**config.mk**
```make
export PLATFORM = sky130hd
export DESIGN_NAME = nmi_keyed_agg
export DESIGN_NICKNAME = d
export VERILOG_FILES = /design/src/rtl/nmi_agg_pkg.sv /design/src/rtl/nmi_key_port.sv /design/src/rtl/nmi_flag_bank.sv /design/src/rtl/nmi_wd_counter.sv /design/src/rtl/nmi_keyed_agg.sv
export SDC_FILE = /design/constraint.sdc
export NUM_CORES = 1
export LEC_CHECK = 0
export BUFFER_PORTS_ARGS = -buffer_cell sky130_fd_sc_hd__buf_2
export CORE_MARGIN = 4
export CORE_UTILIZATION = 35
export CTS_CLUSTER_SIZE = 20
export DETAILED_ROUTE_END_ITERATION = 6
export GPL_ROUTABILITY_DRIVEN = 1
export GPL_TIMING_DRIVEN = 0
export PLACE_DENSITY_LB_ADDON = 0.05
export RECOVER_POWER = 100
export SYNTH_ARGS = -nofsm -noshare
export SYNTH_HDL_FRONTEND = slang
export SYNTH_SLANG_ARGS = --single-unit
```
**constraint.sdc**
```tcl
create_clock -name clk_i -period 5.25 [get_ports clk_i]
set_clock_uncertainty 0.05 [all_clocks]
set_input_delay 1.05 -clock clk_i [delete_from_list [all_inputs] [get_ports clk_i]]
set_output_delay 1.05 -clock clk_i [all_outputs]
set_load 0.1 [all_outputs]
```
**src/rtl/nmi_agg_pkg.sv**
```systemverilog
package nmi_agg_pkg;
  localparam int NUM_SRC = 6;
  localparam int CNT_W   = 16;
  localparam int DATA_W  = 32;
  localparam int KEY_W   = 16;

  typedef enum logic [1:0] {
    SEL_CLR = 2'd0,
    SEL_FRC = 2'd1,
    SEL_CFG = 2'd2,
    SEL_PRD = 2'd3
  } wr_sel_e;

  localparam logic [KEY_W-1:0] KEY_CLR = 16'h5674;
  localparam logic [KEY_W-1:0] KEY_FRC = 16'h2732;
  localparam logic [KEY_W-1:0] KEY_CFG = 16'h6789;
  localparam logic [KEY_W-1:0] KEY_PRD = 16'h9238;
endpackage

```
**src/rtl/nmi_key_port.sv**
```systemverilog
module nmi_key_port
  import nmi_agg_pkg::*;
#(
  parameter int NUM_FLAG = 7,
  parameter int CNT_W_P  = 16,
  parameter int DATA_W_P = 32,
  parameter int KEY_W_P  = 16
) (
  input  logic                clk_i,
  input  logic                rst_ni,
  input  logic                wr_en_i,
  input  logic [1:0]          wr_sel_i,
  input  logic [DATA_W_P-1:0] wr_data_i,
  output logic [NUM_FLAG-1:0] clr_o,
  output logic [NUM_FLAG-1:0] frc_o,
  output logic                glb_en_o,
  output logic [CNT_W_P-1:0]  period_o
);
  localparam int LOW_W = DATA_W_P - KEY_W_P;

  logic [KEY_W_P-1:0] key;
  logic [LOW_W-1:0]   low;
  logic               cfg_we, prd_we;
  logic               glb_en_q;
  logic [CNT_W_P-1:0] period_q;

  assign key = wr_data_i[DATA_W_P-1 -: KEY_W_P];
  assign low = wr_data_i[LOW_W-1:0];

  always_comb begin
    clr_o  = '0;
    frc_o  = '0;
    cfg_we = 1'b0;
    prd_we = 1'b0;
    if (wr_en_i) begin
      unique case (wr_sel_e'(wr_sel_i))
        SEL_CLR: if (key == KEY_CLR) clr_o = low[NUM_FLAG-1:0];
        SEL_FRC: if (key == KEY_FRC) frc_o = low[NUM_FLAG-1:0];
        SEL_CFG: cfg_we = (key == KEY_CFG);
        SEL_PRD: prd_we = (key == KEY_PRD);
        default: ;
      endcase
    end
  end

  always_ff @(posedge clk_i or negedge rst_ni) begin
    if (!rst_ni) begin
      glb_en_q <= 1'b0;
      period_q <= '1;
    end else begin
      if (cfg_we) glb_en_q <= low[0];
      if (prd_we) period_q <= low[CNT_W_P-1:0];
    end
  end

  assign glb_en_o = glb_en_q;
  assign period_o = period_q;

  AST_BAD_KEY_PRD: assert property (@(posedge clk_i) disable iff (!rst_ni)
    (wr_en_i && wr_sel_i == 2'd3 && key != KEY_PRD) |=> $stable(period_q));
  AST_BAD_KEY_CFG: assert property (@(posedge clk_i) disable iff (!rst_ni)
    (wr_en_i && wr_sel_i == 2'd2 && key != KEY_CFG) |=> $stable(glb_en_q));
  AST_ONE_MASK: assert property (@(posedge clk_i) disable iff (!rst_ni)
    !((|clr_o) && (|frc_o)));
endmodule

```
**src/rtl/nmi_flag_bank.sv**
```systemverilog
module nmi_flag_bank #(
  parameter int NUM_SRC = 6,
  localparam int NUM_FLAG = NUM_SRC + 1
) (
  input  logic                clk_i,
  input  logic                rst_ni,
  input  logic [NUM_SRC-1:0]  src_i,
  input  logic [NUM_FLAG-1:0] clr_i,
  input  logic [NUM_FLAG-1:0] frc_i,
  input  logic                glb_en_i,
  output logic [NUM_FLAG-1:0] flags_o,
  output logic [NUM_FLAG-1:0] shadow_o
);
  logic [NUM_FLAG-1:0] flag_q, flag_d, shadow_q;
  logic                any_src;

  assign any_src = |flag_q[NUM_FLAG-1:1];

  // set wins over clear on every bit
  assign flag_d[0] = (glb_en_i & any_src) | frc_i[0] | (flag_q[0] & ~clr_i[0]);

  for (genvar k = 0; k < NUM_SRC; k++) begin : g_src
    assign flag_d[k+1] = src_i[k] | frc_i[k+1] | (flag_q[k+1] & ~clr_i[k+1]);
  end

  always_ff @(posedge clk_i or negedge rst_ni) begin
    if (!rst_ni) begin
      flag_q   <= '0;
      shadow_q <= '0;
    end else begin
      flag_q   <= flag_d;
      shadow_q <= shadow_q | flag_d;
    end
  end

  assign flags_o  = flag_q;
  assign shadow_o = shadow_q;

  AST_SHADOW_COVERS: assert property (@(posedge clk_i) disable iff (!rst_ni)
    (flag_q & ~shadow_q) == '0);
  AST_SHADOW_STICKY: assert property (@(posedge clk_i) disable iff (!rst_ni)
    (|clr_i) |=> ((shadow_q & $past(shadow_q)) == $past(shadow_q)));
  AST_SRC_LATCH: assert property (@(posedge clk_i) disable iff (!rst_ni)
    (|src_i) |=> ((flag_q[NUM_FLAG-1:1] & $past(src_i)) == $past(src_i)));
endmodule

```
**src/rtl/nmi_wd_counter.sv**
```systemverilog
module nmi_wd_counter #(
  parameter int CNT_W = 16
) (
  input  logic             clk_i,
  input  logic             rst_ni,
  input  logic             summary_i,
  input  logic [CNT_W-1:0] period_i,
  output logic [CNT_W-1:0] count_o,
  output logic             rst_req_o
);
  logic [CNT_W-1:0] cnt_q;
  logic             at_limit;

  assign at_limit = (cnt_q >= period_i);

  always_ff @(posedge clk_i or negedge rst_ni) begin
    if (!rst_ni)         cnt_q <= '0;
    else if (!summary_i) cnt_q <= '0;
    else if (!at_limit)  cnt_q <= cnt_q + 1'b1;
  end

  // a period below the count trips at once
  assign rst_req_o = summary_i & at_limit;
  assign count_o   = cnt_q;

  AST_CNT_IDLE_ZERO: assert property (@(posedge clk_i) disable iff (!rst_ni)
    !summary_i |=> (cnt_q == '0));
  AST_CNT_STEP: assert property (@(posedge clk_i) disable iff (!rst_ni)
    (summary_i && $past(summary_i) && $stable(period_i) && $past(cnt_q) < period_i)
      |-> (cnt_q == CNT_W'($past(cnt_q) + 1'b1)));
  AST_RST_HOLDS: assert property (@(posedge clk_i) disable iff (!rst_ni)
    (rst_req_o && summary_i) |=> (rst_req_o || !summary_i || !$stable(period_i)));
endmodule

```
**src/rtl/nmi_keyed_agg.sv**
```systemverilog
module nmi_keyed_agg
  import nmi_agg_pkg::*;
#(
  parameter int NUM_SRC_P = NUM_SRC,
  parameter int CNT_W_P   = CNT_W,
  localparam int NUM_FLAG = NUM_SRC_P + 1
) (
  input  logic                 clk_i,
  input  logic                 rst_ni,
  input  logic                 wr_en_i,
  input  logic [1:0]           wr_sel_i,
  input  logic [DATA_W-1:0]    wr_data_i,
  input  logic [NUM_SRC_P-1:0] src_i,
  output logic [NUM_FLAG-1:0]  flags_o,
  output logic [NUM_FLAG-1:0]  shadow_o,
  output logic                 glb_en_o,
  output logic [CNT_W_P-1:0]   period_o,
  output logic [CNT_W_P-1:0]   wd_count_o,
  output logic                 nmi_o,
  output logic                 rst_req_o
);
  logic [NUM_FLAG-1:0] clr, frc;

  nmi_key_port #(
    .NUM_FLAG(NUM_FLAG), .CNT_W_P(CNT_W_P), .DATA_W_P(DATA_W), .KEY_W_P(KEY_W)
  ) u_key (
    .clk_i, .rst_ni, .wr_en_i, .wr_sel_i, .wr_data_i,
    .clr_o(clr), .frc_o(frc), .glb_en_o, .period_o
  );

  nmi_flag_bank #(.NUM_SRC(NUM_SRC_P)) u_flags (
    .clk_i, .rst_ni, .src_i, .clr_i(clr), .frc_i(frc),
    .glb_en_i(glb_en_o), .flags_o, .shadow_o
  );

  assign nmi_o = flags_o[0];

  nmi_wd_counter #(.CNT_W(CNT_W_P)) u_wd (
    .clk_i, .rst_ni, .summary_i(flags_o[0]), .period_i(period_o),
    .count_o(wd_count_o), .rst_req_o
  );
endmodule

```
Word level (Yosys, flattened, before mapping) --
Cells that the tools add are included. W data, S select, Z words.
Word-level totals: register bits after elaboration 47, output and inout bits 49, word-level logic and storage cells 60
Operators by class: bitwise gates (word level) 31, mux-type cells 12, $lt $le $gt $ge 1, add/subtract/negate cells 1, reduce and logical (&&, ||, !) cells 2, eq/ne operators 8
Operators by type and width (number):
- $mux W7 | 6
- $eq A16 B15 Y1 const B | 2
- $mux W16 | 2
- $add A16 B1 Y16 const B | 1
- $eq A16 B14 Y1 const B | 1
- $eq A16 B16 Y1 const B | 1
- $ge A16 B16 Y1 | 1
- $or A1 B1 Y1 | 14
- $and A1 B1 Y1 | 9
- $not A1 Y1 | 7
- $or A7 B7 Y7 | 1
- $reduce_or A6 Y1 | 1
- $eq A2 B2 Y1 const B | 2
- $mux W1 | 4
- $eq A2 B1 Y1 const B | 1
- $logic_not A2 Y1 | 1
- $ne A2 B2 Y1 const B | 1

Logic depth before layout (Yosys ltp) --
Gate-level depths: netlist of run 1.
word-level depth 8, depth in mapped cells 10, depth with buffers taken out 8

Cells and area by module --
Synthesis of run 1 repeated with hierarchy kept, for this count alone.
Second synthesis, totals: cells, all modules 264, area, all modules 2708.8 sq um
Modules (own cells, without submodules):
- nmi_wd_counter | seq. area each 400.4 sq um, area each 1256.2 sq um, instances 1, cells each 141
- nmi_key_port | seq. area each 445.4 sq um, area each 905.9 sq um, instances 1, cells each 72
- nmi_flag_bank | seq. area each 350.3 sq um, area each 539.3 sq um, instances 1, cells each 50
- nmi_keyed_agg | seq. area each 0.0 sq um, area each 7.5 sq um, instances 1, cells each 1

Worst setup path after synthesis of run 1 --
No wires, ideal clock.
path kind register to output, start point register u_key.period_q[15] (netlist: u_key.period_o[15]), end point output port rst_req_o, data required time 4.150 ns, path buffers 1, cell stages (with the launch flop) 10, arrival 3.768 ns, setup slack 0.382 ns, cell sequence dfstp_2 > inv_1 > ha_1 > and4_1 > nand2_1 > or4_1 > o211ai_4 > buf_6 > nor2_1 > nor2_1
On the way: longest elaborated chain between the ends 2
RTL lines:
- start: declaration | RTL line nmi_key_port.sv:25 | logic [CNT_W_P-1:0] period_q;
- start signal: assignment | RTL line nmi_key_port.sv:52 | if (prd_we) period_q <= low[CNT_W_P-1:0];
- $ge A16 B16 Y1 | RTL line nmi_wd_counter.sv:14 | assign at_limit = (cnt_q >= period_i);
- $and A1 B1 Y1 | RTL line nmi_wd_counter.sv:23 | assign rst_req_o = summary_i & at_limit;
- end: declaration | RTL line nmi_keyed_agg.sv:20 | output logic rst_req_o
No other way between the ends.

Final worst setup path of run 1 --
Ends and elaborated chain as after synthesis.

==> results list, run 1 <==
- Outcome: complete, but fails checks
- The checks that failed: max-capacitance violations, max-slew violations.
- Drt via density: 4.99
* Final routed wirelength across all metal layers: 6.75 mm
- Standard cell area after detailed placement: 3150 um2
- Die span in x: 93.8 um
- The total area inside the core boundary comes to 6980 um2.
* Final cycle utilization of the critical path: 0.840
- With fillers left out, the area of the finished cells amounts to 3190 um2.
* Count of yosys warnings during synthesis: 0
* I/O pin count: 92
- Mean post-synth cell area: 9.82 um2
* Slowest library cell on the worst path: sky130_fd_sc_hd__dfstp_2
- Across all layers, the routed design uses 2,279 vias.
- On the final layout, the worst hold slack is 417 ps.
* Layout Nets: 420
* Min-Delay Path Class: reg2reg
- Ranked by instance count, the synthesized netlist is headed by sky130_fd_sc_hd__nand2_1, sky130_fd_sc_hd__dfrtp_1, sky130_fd_sc_hd__inv_1.
- Along the worst path, the maximum fanout reaches 10.
- On the worst path, the slowest cell contributes a delay of 540 ps.
- Number of antenna diodes: 0
* Worst-path clk slew: 90 ps
- Total gr overflow: 0
- After floorplanning, the core was divided into 30 placement rows.
- Among all flip-flop cells after synthesis, the most frequent one is sky130_fd_sc_hd__dfrtp_1.
- Routed length per placed instance: 14.8 um
* Data arrival time at the worst-slack endpoint: 3310 ps
- Entering global routing, the biggest net connects 48 pins.
- Antenna-violating nets left: 0
- Setup violation total in the final timing report: 0
* Post-CTS Setup Repair Bufs: 0
* Worst IR Drop VDD: 0.100 mV
- The signal on the critical path passes through inv_1 > ha_1 > and4_1 > nand2_1 > or4_1 > o211ai_1 > buf_6 > nor2_1 > nor2_1 > clkbuf_2.
- Overall die area: 8790 um2
* Number of hold-repair buffers added at the cts stage: 0
- Number of iterations in the first detailed-routing pass: 4
- The synthesized design spends more area on one cell type than any other, namely sky130_fd_sc_hd__dfrtp_1.
- Compared with the post-synthesis result, the final layout area differs by 23.8%.
* Worst setup slack after placement: 1340 ps
- Number of gates resized after CTS: 0
- After synthesis, the cell types taking the most area are sky130_fd_sc_hd__dfrtp_1, sky130_fd_sc_hd__dfstp_2, sky130_fd_sc_hd__ha_1.
- Setup total negative slack on the finished layout was measured at 0 ps.
* Share of async-settable or async-resettable flops after synthesis: 1.00
- By instance count, the leading cell after synthesis is sky130_fd_sc_hd__nand2_1.
* First DRT Iteration DRCs: 100
* Shortest clock period the worst path allows after layout: 4410 ps
* Synth unique cells: 40
- Number of design rule violations left after detail routing: 0
- For this run, the register share of the synthesized area comes to 0.465.
- Setup repair after global routing missed its margin: no
- For this run, the total global-route usage over all layers was measured as 0.160.
* Required time reported for the critical path endpoint: 4150 ps
- The clock passes through at most 2 buffers.
* Fraction of synthesized cell area taken by the top area cell type: 0.301
- The worst setup path is of the reg2out kind.
* Fmax: 227 MHz
- Share of final-layout standard cells stronger than drive strength 1: 0.197
- Pwr dens: 224 nW/um2
- STA classifies the critical path endpoint as an output pin.
- Worst slew margin: -0.674
* Synthesized area: 2570 um2
- Number of hold violations in the final report: 0
- Synthesis produced 262 cells.
- The H-tree was split into 2 levels.
* Antenna violations before repair: 0
* Worst Max-Slew Pin Slew: 2510 ps
* Vias in the first global route: 2,258
* Initial core utilization: 0.369
- Clock root buffer: sky130_fd_sc_hd__clkbuf_8
- The die is 93.8 um tall.
* Count of final max-slew check failures: 48
* Clock tree from TritonCTS: built
- The worst setup path is launched from a flip-flop.
- Global-route wire length before repair: 11.1 mm
* TritonCTS buffer count: 5
- Flip-flop and latch count after synthesis: 47
- Clock latency at the later pin of the worst-skew pair: 300 ps
- Net Count, Synth: 322
* Clock Sinks: 47
- At the end of routability-driven placement, the weighted congestion stood at 0.742.
* EDFF count, synth: 0
- Across all setup checks in the final design, the least slack found is 842 ps.
- Buffers placed on the I/O ports in this run total 91.
- Across the run, the number of max-cap violations was 1.
- Dpl hpwl: 5.17 mm
* Leakage power: 0.00135 uW
- Most used cell, CP: sky130_fd_sc_hd__nor2_1
[final cells by class]
type | instances | area [um2]
Buffer | 10 | 48.8
Clock buffer | 5 | 68.8
Clock inverter | 3 | 67.6
Fill cell | 752 | 3800
Inverter | 21 | 78.8
Multi-Input combinational cell | 184 | 1210
Sequential cell | 47 | 1200
Tap cell | 96 | 120
Timing Repair Buffer | 91 | 393
[worst paths after layout]
check	cells after the start	from	endpoint	slack, ps
min in group asynchronous	1	rst_ni	u_flags.shadow_o[5]	1460
hold / removal	1	u_flags.shadow_o[4]	u_flags.shadow_o[4]	420
setup reg to reg	10	u_key.period_o[15]	u_wd.count_o[2]	2120
max in group asynchronous	1	rst_ni	u_wd.count_o[13]	2260
hold reg to reg	1	u_flags.shadow_o[4]	u_flags.shadow_o[4]	420
setup / recovery	10	u_key.period_o[15]	rst_req_o	840
[power breakdown]
part           internal (uW)  leakage (uW)  total (uW)  switching, uW
Clock                    190     0.0000644         317            127
Combinational           13.7      0.000751        33.4           19.6
Sequential               363      0.000539         363          0.190
[worst max-delay path, delay by kind of cell (launching register included)]
kind            cells  cell delay, ps
simple gates        5            1000
buf+inv             3             750
flops               1             540
compound gates      1             400
fa+ha+maj           1             300
[routing by layer]
layer	part of all wire	up-vias	track usage
li1	-	1159	-
met3	0.057	6	0.0296
met1	0.50	1049	0.228
met2	0.44	65	0.250
met4	0.0092	0	0.0361
met5	0	-	0
[placed cells by master (no fill, tap or decap), drive strengths merged, types with 2 or more instances in the layout]
| master | count |
|---|---|
| o31ai | 12 |
| ha | 17 |
| nand2b | 2 |
| a211oi | 2 |
| o21ai | 17 |
| nor4b | 3 |
| nor2b | 2 |
| bufinv | 2 |
| nor3 | 3 |
| inv | 21 |
| clkbuf | 64 |
| nand3 | 9 |
| a21oi | 17 |
| a221o | 7 |
| dfrtp | 31 |
| nor4 | 2 |
| nand2 | 38 |
| dfstp | 16 |
| nand3b | 2 |
| or2 | 8 |
| or4 | 14 |
| mux2 | 2 |
| and4 | 2 |
| mux2i | 3 |
| nor2 | 8 |
| buf | 42 |
| nand4 | 4 |
[registers in the layout (all words and copies together), names as in the netlist]
signal,cells
u_wd.count_o,16
u_flags.shadow_o,7
u_key.glb_en_o,1
u_flags.flags_o,7
u_key.period_o,16
[logic make-up (layout without fill, tap and decap cells)]
kind of cell | count (synthesis) | count (layout) | share of synthesized area
compound gates | 59 | 59 | 0.152
fa+ha+maj | 17 | 17 | 0.0826
buf+inv | 31 | 130 | 0.0525
flops | 47 | 47 | 0.465
mux | 5 | 5 | 0.0204
simple gates | 103 | 103 | 0.228
[stage by stage]
step / instances / util / total power [uW]
after global routing: 457 / 0.456 / 741
after global placement: 449 / 0.451 / 405
after CTS: 457 / 0.471 / 725
after detailed placement: 449 / 0.451 / 405
after floorplan: 262 / - / 377
final: 457 / 0.456 / 713
No activity file was read; power rests on OpenSTA's default activity.
==> inputs of run 2 (changes only) <==
==> constraint.sdc (replaced) <==
create_clock -name clk_i -period 3.7 [get_ports clk_i]
set_clock_uncertainty 0.05 [all_clocks]
set_input_delay 0.74 -clock clk_i [delete_from_list [all_inputs] [get_ports clk_i]]
set_output_delay 0.74 -clock clk_i [all_outputs]
set_load 0.1 [all_outputs]
==> results list, run 2 (synthesized netlist as in run 1, its figures left out) <==
- Pwr dens: 278 nW/um2 (+24%)
- The leftover overflow at the end of global routing is 0 (unchanged).
- The number of global-route vias before repair was 2,243 (-0.66%).
- Kind of critical path: reg2out
* Routed length per placed instance: 15.1 um (+2.2%)
- Setup total negative slack: 0 ps (unchanged)
- The global routing usage on met1 was 0.226 (-0.00180).
- GRT Overall Usage: 0.162 (+0.00260)
- The standby leakage power is 0.00135 uW (-0.64%).
- Worst IR Drop VDD: 0.138 mV (+38%)
* Count of final max-slew check failures: 48 (unchanged)
* Hold Crit Depth: 1 (unchanged)
- Dpl hpwl: 5.39 mm (+4.1%)
* Launch point of the worst reg-to-reg path: u_key.period_o[13]
- The latest clock arrival within the worst-skew pair is 300 ps (about the same).
- Dividing the final minimum period by the clock period gives 0.969.
- The final net count came to 422 (+0.48%).
- Maximum clock insertion buffer count: 2 (unchanged)
- The required time of the critical path was 2910 ps (-1240 ps).
- H-tree depth: 2 (unchanged)
* Area added between synthesis and finish: 26.6%
- The height of the chip came to 93.8 um (unchanged).
- The final estimated routing congestion in global placement came to 0.787 (+6.1%).
- TritonCTS buffer count: 5 (unchanged)
- The final hold violation count was 0 (unchanged).
- Clock tree from TritonCTS: built
* Number of iterations in the first detailed-routing pass: 4 (unchanged)
- Final routed wirelength across all metal layers: 6.93 mm (+2.7%)
- Count of filler cells inserted in the layout: 756 (+0.53%)
- The number of antenna violations at the first check in global routing came to 0 (unchanged).
- Slowest library cell on the worst path: sky130_fd_sc_hd__dfstp_4
- Pin count of the biggest net entering global routing: 48 (unchanged)
- CTS placed an instance of sky130_fd_sc_hd__clkbuf_8 at the clock tree root.
- Outcome: complete, but fails checks
- The final instance count without filler cells came to 459 (+0.44%).
* Cells on worst reg2reg path: 9 (-1)
* Overall die area: 8790 um2 (unchanged)
- Max-cap check violation count: 1 (unchanged)
* Global routing's busiest layer: met2
- Total vias in the final route: 2,305 (+1.1%)
- Number of design rule violations left after detail routing: 0 (unchanged)
- Data arrival time at the worst-slack endpoint: 2800 ps (-510 ps)
- Commonest non-fill, non-tap cell in the layout: sky130_fd_sc_hd__clkbuf_1
- First DRT Iteration DRCs: 80 (-20%)
- The worst setup path is launched from a flip-flop.
- The post-detailed-route count of antenna-violating nets came to 0 (unchanged).
- STA classifies the critical path endpoint as an output pin.
- Shortest clock period the worst path allows after layout: 3590 ps
- Violated checks: max-capacitance violations, max-slew violations
* Commonest non-fill, non-tap cells in the layout: sky130_fd_sc_hd__clkbuf_1, sky130_fd_sc_hd__buf_2, sky130_fd_sc_hd__nand2_1, sky130_fd_sc_hd__dfrtp_1, sky130_fd_sc_hd__inv_1
- Count of input and output buffers: 91 (unchanged)
- Worst slew margin: -0.644 (+0.0297)
* Worst setup path startpoint: u_key.period_o[15]
* Global routing met3 resource utilization: 0.0272 (-0.00240)
* Footprint of the flip-flops and latches: 1240 um2 (+3.5%)
- Number of antenna diodes: 0 (unchanged)
* Share of final-layout standard cells stronger than drive strength 1: 0.237 (+0.0402)
* Area of combinational cells with multiple inputs: 1240 um2 (+2.4%)
- The number of I/O pins was 92 (unchanged).
- Peak fanout along the critical path: 3 (-7)
- The final count of negative-setup-slack endpoints came to 0 (unchanged).
* Setup repair after global routing missed its margin: no
- Placed instance count: 449 (unchanged)
* Worst min-delay path startpoint: u_flags.shadow_o[2]
* Worst Max-Slew Pin Slew: 2470 ps (-44.5 ps)
* Global-route wire length before repair: 11.3 mm (+2.1%)
- The width of the die is 93.8 um (unchanged).
- Drt via density: 5.02 (+0.70%)
* Slowest cell delay on critical path: 620 ps (+80 ps)
- The path class of the tightest hold or removal check is reg2reg.
* Number of cell rows: 30 (unchanged)
- The initial standard-cell utilization of the core was 0.369 (unchanged).
- For this run, the top clock speed supported by timing is 279 MHz.
* Number of hold-repair buffers added at the cts stage: 0 (unchanged)
* Worst-path clk slew: 90 ps (about the same)
- The count of clock tree sinks is 47 (unchanged).
* Sequence of cells on the critical path: inv_1 > ha_1 > and4_1 > nand2_2 > or4_4 > o211ai_4 > buf_6 > nor2_1 > nor2_4 > buf_12
* Met2 routing resource usage after global routing: 0.264 (+0.0136)
- The core box area came to 6980 um2 (unchanged).
-- run 2: area by class of cell --
type | instances | area share
Clock buffer | 7 | 0.0296
Multi-Input combinational cell | 184 | 0.381
Tap cell | 96 | 0.0369
Buffer | 10 | 0.0173
Sequential cell | 47 | 0.380
Timing Repair Buffer | 93 | 0.129
Inverter | 21 | 0.0242
Clock inverter | 1 | 0.00230
-- run 2: metrics by stage --
step	hold WS (ps)	utilization	setup WS, ps	area [um2]	total power (uW)
floorplan	394	-	13.1	2630	535
global placement	394	0.459	40.5	3200	574
detailed placement	398	0.459	11.4	3200	575
CTS	421	0.478	56.2	3340	926
global route	438	0.467	0.599	3260	950
finish	421	0.467	114	3260	907
-- run 2: layer usage --
metal / routed length [um] / up-vias / share of wire
met4: 63 / 0 / 0.0091
li1: - / 1159 / -
met2: 3260 / 50 / 0.47
met3: 317 / 6 / 0.046
met1: 3290 / 1090 / 0.47
met5: 0 / - / 0
-- run 2: critical path: cells and delay by family (launching register included) --
kind            cells  cell delay (ps)
compound gates      1              100
fa+ha+maj           1              300
buf+inv             3              360
flops               1              620
simple gates        5             1110
-- run 2: worst paths after layout --
| check | to | slack [ps] |
|---|---|---|
| worst max-delay path | rst_req_o | 110 |
| worst min-delay path | u_flags.shadow_o[2] | 420 |
| worst max register to register | u_wd.count_o[14] | 660 |
| min in group asynchronous | u_flags.shadow_o[2] | 1140 |
| max in group asynchronous | u_wd.count_o[11] | 870 |
| worst min register to register | u_flags.shadow_o[2] | 420 |
-- run 2: where the power goes --
part	switching, uW	internal (uW)
registers	0.289	514
clock network	176	170
logic	27.6	19.4
total	203	704
-- run 2: repair_timing --
| action | in CTS | in global routing |
|---|---|---|
| cloned | 0 | 0 |
| endpoints found under the setup margin | 1 | 1 |
| resized for setup | 4 | 2 |
| pin swaps | 1 | 0 |
| hold endpoints to repair | 0 | 0 |
| setup buffers | 2 | 0 |
==> inputs of run 3 (changes only) <==
==> constraint.sdc (replaced) <==
create_clock -name clk_i -period 4.2 [get_ports clk_i]
set_clock_uncertainty 0.05 [all_clocks]
set_input_delay 0.84 -clock clk_i [delete_from_list [all_inputs] [get_ports clk_i]]
set_output_delay 0.84 -clock clk_i [all_outputs]
set_load 0.1 [all_outputs]
==> results list, run 3 (synthesized netlist as in run 1, its figures left out) <==
* Antenna violations before repair: 0 (unchanged)
- Critical path endpoint category: output pin
- I/O pin count: 92 (unchanged)
- Clock latency at the later pin of the worst-skew pair: 300 ps (about the same)
- The number of global-route vias before repair was 2,255 (+0.53%).
- Routed length per placed instance: 15.7 um (+3.9%)
- Commonest non-fill, non-tap cells in the layout: sky130_fd_sc_hd__clkbuf_1, sky130_fd_sc_hd__buf_2, sky130_fd_sc_hd__nand2_1, sky130_fd_sc_hd__dfrtp_1, sky130_fd_sc_hd__inv_1
- Share of final-layout standard cells stronger than drive strength 1: 0.197 (-0.0402)
- The utilization after layout is 0.458 (-0.00842).
- Area of the placeable core: 6980 um2 (unchanged)
* Global-route wire length before repair: 11.5 mm (+1.8%)
* Worst path depth: 10 (unchanged)
- The count of clock tree sinks came to 47 (unchanged).
* Number of hold-repair buffers added at the cts stage: 0 (unchanged)
- The power density over cell area was 282 nW/um2 (+1.2%).
- Setup repair after global routing left no endpoint under its margin.
* Maximum clock insertion buffer count: 2 (unchanged)
- Violated checks: max-capacitance violations, max-slew violations
* Number of cell rows: 30 (unchanged)
- The via density per instance is 5.01 (-0.30%).
* Setup violation total in the final timing report: 0 (unchanged)
* Post-CTS Setup Repair Bufs: 0 (-2)
* Worst min-delay path startpoint: u_flags.shadow_o[1]
* Reg-to-Reg End: u_wd.count_o[2]
- Worst slew margin: -0.714 (-0.0693)
- The worst hold path terminates at u_flags.shadow_o[1].
- Worst setup slack after placement: 529 ps (+518 ps)
- Shortest clock period the worst path allows after layout: 3990 ps
- The number of cells upsized or downsized after cts is 0 (-4).
* Worst Max-Slew Pin Slew: 2570 ps (+104 ps)
- Total vias in the final route: 2,288 (-0.74%)
- Count of final max-slew check failures: 48 (unchanged)
- The maximum ir drop on the vdd rail came to 0.151 mV (+9.0%).
- From synthesis to final layout, the design area changed by 24.4%.
- Antenna-violating nets left: 0 (unchanged)
- The final hold violation count was 0 (unchanged).
- The maximum number of pins on one net before global-route repair is 48 (unchanged).
* Overall die area: 8790 um2 (unchanged)
* Clock tree from TritonCTS: built
- The H-tree depth came to 2 (unchanged).
* Clock root buffer: sky130_fd_sc_hd__clkbuf_8
* Sequence of cells on the critical path: inv_1 > ha_1 > and4_1 > nand2_1 > or4_1 > o211ai_4 > buf_6 > nor2_1 > nor2_2 > buf_2
- The count of input and output buffers came to 91 (unchanged).
- Final cycle utilization of the critical path: 0.949
- Total gr overflow: 0 (unchanged)
* Dpl hpwl: 5.49 mm (+1.9%)
* Worst setup slack after layout: 215 ps (+101 ps)
- Number of design rule violations left after detail routing: 0 (unchanged)
- The top fanout value on the critical path was 10 (+7).
* GRT Overall Usage: 0.167 (+0.00454)
- The worst hold path belongs to the class reg2reg.
- TritonCTS buffer count: 5 (unchanged)
- The flow ran to the end, but the final reports show violations.
- The slowest stage of the critical path is the sky130_fd_sc_hd__or4_1 cell.
- The largest stage delay on the critical path came to 590 ps (-30 ps).
- The final estimated routing congestion in global placement was 0.781 (-0.81%).
- Cells on worst reg2reg path: 10 (+1)
* Category of cells accounting for the largest share of critical-path delay: simple AND/OR/NAND/NOR gates
- The hold path depth is 1 (unchanged).
- Max-cap check violation count: 1 (unchanged)
- The worst setup path is of the reg2out kind.
* Required time reported for the critical path endpoint: 3310 ps (+400 ps)
- The standby leakage power was 0.00136 uW (+0.76%).
- Die span in x: 93.8 um (unchanged)
- Bufs and invs on worst path: 3 (unchanged)
- Initial core utilization: 0.369 (unchanged)
* Fmax: 251 MHz
- The total length of routed wires was 7.17 mm (+3.4%).
* Setup total negative slack: 0 ps (unchanged)
* Kind of launch point of the worst setup path: flip-flop
- The worst register-to-register path begins at u_key.period_o[15].
- The library cell used most frequently in the layout, excluding fill and tap cells, is sky130_fd_sc_hd__clkbuf_1.
- Number of iterations in the first detailed-routing pass: 4 (unchanged)
- Data arrival time at the worst-slack endpoint: 3100 ps (+300 ps)
* Die Span Y: 93.8 um (unchanged)
* Minimum setup slack among reg-to-reg paths: 1200 ps (+540 ps)
- The clock transition at the registers of the reported paths was 100 ps (about the same).
* Number of antenna diodes: 0 (unchanged)
- First DRT Iteration DRCs: 60 (-25%)
- The final net count came to 420 (-0.47%).
run 3: worst max-delay path by stage:
stage / startpoint / slack, ps / endpoint
after floorplan: u_key.period_o[15] / 4 / rst_req_o
after global placement: u_key.period_o[15] / 510 / rst_req_o
after detailed placement: u_key.period_o[15] / 530 / rst_req_o
after CTS: u_key.period_o[15] / 180 / rst_req_o
after global routing: u_key.period_o[15] / 20 / rst_req_o
final: u_key.period_o[15] / 210 / rst_req_o
run 3: routing by layer:
layer  vias up  share of wire  wire length (um)  track usage
met3         5          0.056               403       0.0377
met2        63           0.45              3250        0.268
met4         0         0.0091                65       0.0397
li1       1151              -                 -            -
met1      1069           0.48              3450        0.228
met5         -              0                 0            0
run 3: area by class of cell:
class | instances | area (um2)
clock buffers | 5 | 68.8
plain buffers | 10 | 48.8
clock inverters | 3 | 67.6
flip-flops and latches | 47 | 1200
repair buffers | 91 | 392
well taps | 96 | 120
multi-input cells | 184 | 1230
fillers | 719 | 3780
inverters | 21 | 78.8
run 3: power by group:
part | leakage, uW | internal (uW) | switching, uW
registers | 0.000539 | 454 | 0.239
logic | 0.000753 | 17.1 | 24.9
clock network | 0.0000644 | 238 | 168
run 3: metrics by stage:
stage	cell area, um2	total power, uW	cells	hold slack (ps)
after floorplan	2580	472	262	494
after global placement	3150	507	449	394
after detailed placement	3150	507	449	398
after CTS	3290	911	457	422
after global routing	3200	932	457	435
final	3200	901	457	424
run 3: worst reg2reg max path: cells and delay by family, from the launching register on:
kind | cells | cell delay [ps]
AND/OR/NAND/NOR | 3 | 910
AO/OA/AOI/OAI | 3 | 490
flip-flops | 1 | 550
buffers and inverters | 3 | 630
adder cells (fa/ha/maj) | 1 | 300
